<file path="config.mk">
export PLATFORM = sky130hd
export DESIGN_NAME = edge_irq_gateway
export DESIGN_NICKNAME = d
export VERILOG_FILES = /design/src/rtl/gateway_pkg.sv /design/src/rtl/gw_edge_sync.sv /design/src/rtl/gw_pend_cnt.sv /design/src/rtl/gw_ctrl.sv /design/src/rtl/edge_irq_gateway.sv
export SDC_FILE = /design/constraint.sdc
export NUM_CORES = 1
export LEC_CHECK = 0
export CAP_MARGIN = 40
export CORE_AREA = 2 2 39 41
export CTS_CLUSTER_DIAMETER = 100
export DETAILED_ROUTE_END_ITERATION = 6
export DIE_AREA = 0 0 41 43
export SLEW_MARGIN = 40
export SYNTH_ARGS = -nofsm -noshare
export SYNTH_HDL_FRONTEND = slang
export SYNTH_HIERARCHICAL = 1
export SYNTH_SLANG_ARGS = --single-unit
</file>
<file path="constraint.sdc">
create_clock -name clk -period 1.6 [get_ports clk]
set_input_delay 0.32 -clock clk [delete_from_list [all_inputs] [get_ports clk]]
set_output_delay 0.32 -clock clk [all_outputs]
set_load 0.02 [all_outputs]
</file>
<file path="src/rtl/gateway_pkg.sv">
package gateway_pkg;
  // Strobes from the control to the pending-count datapath
  typedef struct packed {
    logic incPend;
    logic decPend;
  } pendCtl_t;
endpackage

</file>
<file path="src/rtl/gw_edge_sync.sv">
module gw_edge_sync #(
  parameter int SYNC_STAGES = 2
) (
  input  logic clk,
  input  logic rst,
  input  logic rawIn,
  output logic riseSeen
);
  localparam int CHAIN = SYNC_STAGES + 1;

  logic [CHAIN-1:0] shiftQ;

  always_ff @(posedge clk) begin
    if (rst) shiftQ <= '0;
    else     shiftQ <= {shiftQ[CHAIN-2:0], rawIn};
  end

  // Newest synchronised sample high, one cycle older sample low
  assign riseSeen = shiftQ[SYNC_STAGES-1] & ~shiftQ[SYNC_STAGES];


  single_pulse_chk: assert property (@(posedge clk) disable iff (rst)
    riseSeen |=> !riseSeen);
endmodule

</file>
<file path="src/rtl/gw_pend_cnt.sv">
module gw_pend_cnt
  import gateway_pkg::*;
#(
  parameter int PEND_WIDTH = 2
) (
  input  logic     clk,
  input  logic     rst,
  input  pendCtl_t pendCtl,
  output logic     pendNonZero
);
  localparam logic [PEND_WIDTH-1:0] PEND_MAX = {PEND_WIDTH{1'b1}};

  logic [PEND_WIDTH-1:0] pendQ;

  always_ff @(posedge clk) begin
    if (rst) begin
      pendQ <= '0;
    end else if (pendCtl.incPend) begin
      if (pendQ != PEND_MAX) pendQ <= pendQ + 1'b1;
    end else if (pendCtl.decPend) begin
      pendQ <= pendQ - 1'b1;
    end
  end

  assign pendNonZero = |pendQ;


  no_wrap_chk: assert property (@(posedge clk) disable iff (rst)
    (pendQ == PEND_MAX && pendCtl.incPend) |=> pendQ == PEND_MAX);


  no_underflow_chk: assert property (@(posedge clk) disable iff (rst)
    pendCtl.decPend |-> pendQ != '0);


  exclusive_ctl_chk: assert property (@(posedge clk) disable iff (rst)
    !(pendCtl.incPend && pendCtl.decPend));
endmodule

</file>
<file path="src/rtl/gw_ctrl.sv">
module gw_ctrl
  import gateway_pkg::*;
#(
  parameter int COUNT_EDGES = 1
) (
  input  logic     clk,
  input  logic     rst,
  input  logic     riseSeen,
  input  logic     claimStb,
  input  logic     completeStb,
  input  logic     pendNonZero,
  output logic     reqLine,
  output pendCtl_t pendCtl
);
  localparam bit COUNTING = (COUNT_EDGES != 0);

  logic inFlight;
  logic doneNow;

  assign doneNow = completeStb & inFlight;

  always_comb begin
    pendCtl = '0;
    // An edge that coincides with a completion becomes the replay itself
    pendCtl.decPend = doneNow & pendNonZero & ~riseSeen;
    pendCtl.incPend = COUNTING & inFlight & ~completeStb & riseSeen;
  end

  always_ff @(posedge clk) begin
    if (rst) begin
      reqLine  <= 1'b0;
      inFlight <= 1'b0;
    end else if (!inFlight) begin
      if (riseSeen) begin
        reqLine  <= 1'b1;
        inFlight <= 1'b1;
      end
    end else if (completeStb) begin
      if (riseSeen || pendNonZero) begin
        reqLine <= 1'b1;
      end else begin
        reqLine  <= 1'b0;
        inFlight <= 1'b0;
      end
    end else if (claimStb) begin
      reqLine <= 1'b0;
    end
  end


  req_implies_flight_chk: assert property (@(posedge clk) disable iff (rst)
    reqLine |-> inFlight);


  claim_clears_chk: assert property (@(posedge clk) disable iff (rst)
    (claimStb && reqLine && !completeStb) |=> !reqLine);


  gate_closed_chk: assert property (@(posedge clk) disable iff (rst)
    (inFlight && !reqLine && !completeStb) |=> !reqLine);


  idle_complete_chk: assert property (@(posedge clk) disable iff (rst)
    (!inFlight && !riseSeen) |=> !reqLine);
endmodule

</file>
<file path="src/rtl/edge_irq_gateway.sv">
module edge_irq_gateway
  import gateway_pkg::*;
#(
  parameter int COUNT_EDGES = 1,
  parameter int PEND_WIDTH  = 2,
  parameter int SYNC_STAGES = 2
) (
  input  logic clk,
  input  logic rst,
  input  logic rawIrq,
  input  logic claimStb,
  input  logic completeStb,
  output logic irqReq
);
  logic     riseSeen;
  logic     pendNonZero;
  pendCtl_t pendCtl;

  gw_edge_sync #(.SYNC_STAGES(SYNC_STAGES)) i_sync (
    .clk      (clk),
    .rst      (rst),
    .rawIn    (rawIrq),
    .riseSeen (riseSeen)
  );

  gw_ctrl #(.COUNT_EDGES(COUNT_EDGES)) i_ctrl (
    .clk         (clk),
    .rst         (rst),
    .riseSeen    (riseSeen),
    .claimStb    (claimStb),
    .completeStb (completeStb),
    .pendNonZero (pendNonZero),
    .reqLine     (irqReq),
    .pendCtl     (pendCtl)
  );

  generate
    if (COUNT_EDGES != 0) begin : g_count
      gw_pend_cnt #(.PEND_WIDTH(PEND_WIDTH)) i_pend (
        .clk         (clk),
        .rst         (rst),
        .pendCtl     (pendCtl),
        .pendNonZero (pendNonZero)
      );
    end else begin : g_ignore
      assign pendNonZero = 1'b0;
    end
  endgenerate
endmodule

</file>
==> flow_summary.ini <==
[worst_setup_path]
path_max_fanout = 2
crit_required_ps = 1280
reg2reg_to = g_count.i_pend/pendQ[0]
timing.reg2reg.setup_slack_ps = 310
crit_start = i_ctrl/reqLine
crit_path_max_incr_delay_ps = 610
r2r_cells = 6
end_kind = primary output
cp.arrival_ps = 1190
crit_buf_inv = 1
crit_family = buffers and inverters
startpoint_type = flip-flop
crit_chain = clkdlybuf4s50_1
criticalPathCategory = flip-flop to primary output
r2r-start = g_count.i_pend/pendQ[0]
cpMaxStageDelayCell = clkdlybuf4s50_1

[finish]
n_antenna_cell = 0
fin_nets = 48
fin_area_um2 = 425.4
mostFrequentLayoutCell = dfxtp_1
drive_gt1_share_pct = 28.57
final.fill_count = 152
final_cell_mix = 7 x dfxtp_1, 5 x clkdlybuf4s50_1, 4 x nor2_1
post-route-util_pct = 30.74
area_delta_synth_final_pct = 32.30
multiInputGateArea_um2 = 170.2
layoutNonFillerInstCount = 58
regArea_um2 = 140.1

[global_routing]
met2_usage_pct = 9.688
grt_max_degree = 8
grt.busiest_layer = met4
grtUsageTotal_pct = 8.753
grt_overflow = 0
grt_antenna_before_repair = 0
grt_pass1_wl_um = 986
grt_pass1_vias = 260
grt_use_met1_pct = 11.33
grt.met3_usage_pct = 1.571

[floorplanning]
initial_core_util_pct = 23.24
die_w_um = 41
io_pins = 6
fp-row-count = 14
coreArea_um2 = 1384
dieArea_um2 = 1763
die_h_um = 43

[clocking]
cts_tree = done
clk_root_buffer_cell = clkbuf_4
cts_resized = 0
ctsHtreeMaxLevel = 1
clkTransAtPathRegs_ps = 50
cts_max_path_buffers = 2
insertion_delay_ps = 250
postCtsHoldBufs = 0
numCtsBuffers = 3
post_cts_buffers = 0
clkSinkCount = 7

[sta]
grt_setup_unrepaired = false
fin_skew_ps = 0.7505
finalSetupViolCount = 0
hold_viol = 0
min_period_ps = 1506
fin_ws_ps = 93.51
slew_violations = 0
period_share_pct = 94.16
fin_setup_tns_ps = 0
worst_pin_slew_ps = 319.9
fmax_ghz = 0.6638
holdWs_ps = 440.4
slew_headroom_pct = 78.61

[placement]
place_congestion = 0.6102
post_dp_cell_area_um2 = 399.1
dpl.hpwl_um = 377.2
portBuffers = 5
preCtsSetupSlack_ps = 28.22
dp.cells = 54

[synth]
syn-num-nets = 37
avgSynthCellArea_um2 = 10.05
synth_cells = 32
yosys_register_bits = 7
netlist_area_um2 = 321.6
yosys_warnings = 6
ys_seq_area_share_pct = 43.58
yosysUniqueCellTypes = 16

[drt]
drt_iter0_drc = 0
wire_per_inst_um = 8.828
drt_wl_total_um = 512
ant_nets = 0
drt_first_pass_iters = 1
routed_via_density = 4.397
vias = 255
drc = 0

[hold_path]
hold_depth = 1
hold_start = i_sync/shiftQ[0]
hold_class = flip-flop to flip-flop
holdPathEnd = i_sync/shiftQ[1]

[job]
max-cap-violations = 0

[power]
vdd_drop_max_mv = 0.4029
power_density_nw_per_um2 = 905.6
p_leak_nw = 0.1636
finalPower_mw = 0.3852

[status]
outcome = finished, final reports clean
## sequential cells by signal, summed over array words and instances (netlist names)
register,count
g_count.i_pend/pendQ,2
i_ctrl/inFlight,1
i_sync/shiftQ,3
i_ctrl/reqLine,1
## power by group
group          total, mW  internal, mW  switching (mW)
clock network      0.163        0.0953          0.0673
logic             0.0387        0.0237          0.0151
registers          0.184         0.181         0.00329
## area by class of cell
type / count / area share (%)
inverter: 3 / 2.647
timing repair buffer: 6 / 13.53
multi-input combinational: 22 / 40.00
tap: 16 / 4.706
sequential: 7 / 32.94
clock buffer: 4 / 6.176
## cells by family after synthesis
| kind of cell | synth area share [%] |
|---|---|
| buffers and inverters | 3.502 |
| AND/OR/NAND/NOR | 27.62 |
| AO/OA/AOI/OAI | 17.12 |
| flip-flops | 43.58 |
| multiplexers | 8.170 |
## worst max-delay path by stage
stage,to,slack [ps],depth (start not counted)
2_1_floorplan,g_count.i_pend/pendQ[0],420,6
3_3_place_gp,g_count.i_pend/pendQ[1],30,4
3_5_place_dp,g_count.i_pend/pendQ[1],30,4
4_1_cts,irqReq,80,1
5_1_grt,irqReq,50,1
6_report,irqReq,90,1
## Yosys cell counts
cell	n	area, µm²
a221oi_2	1	15.01
inv_1	3	11.26
mux2_4	1	15.01
nor2_1	4	15.01
mux2_2	1	11.26
nor2b_2	1	8.760
nand3b_1	1	7.510
and4b_2	1	11.26
nand2b_1	2	12.51
nor2b_1	3	18.77
nor3_1	1	5.000
and3b_2	1	10.01
a21oi_1	1	5.000
dfxtp_1	7	140.1
a211oi_2	2	25.02
o21ai_1	2	10.01
## routing by layer
layer / vias to the layer above / part of all wire, %
li1: 130 / -
met1: 114 / 48
met2: 7 / 42
met3: 4 / 4.5
met4: 0 / 4.5
met5: - / 0
Power figures use the tool's default switching activity.
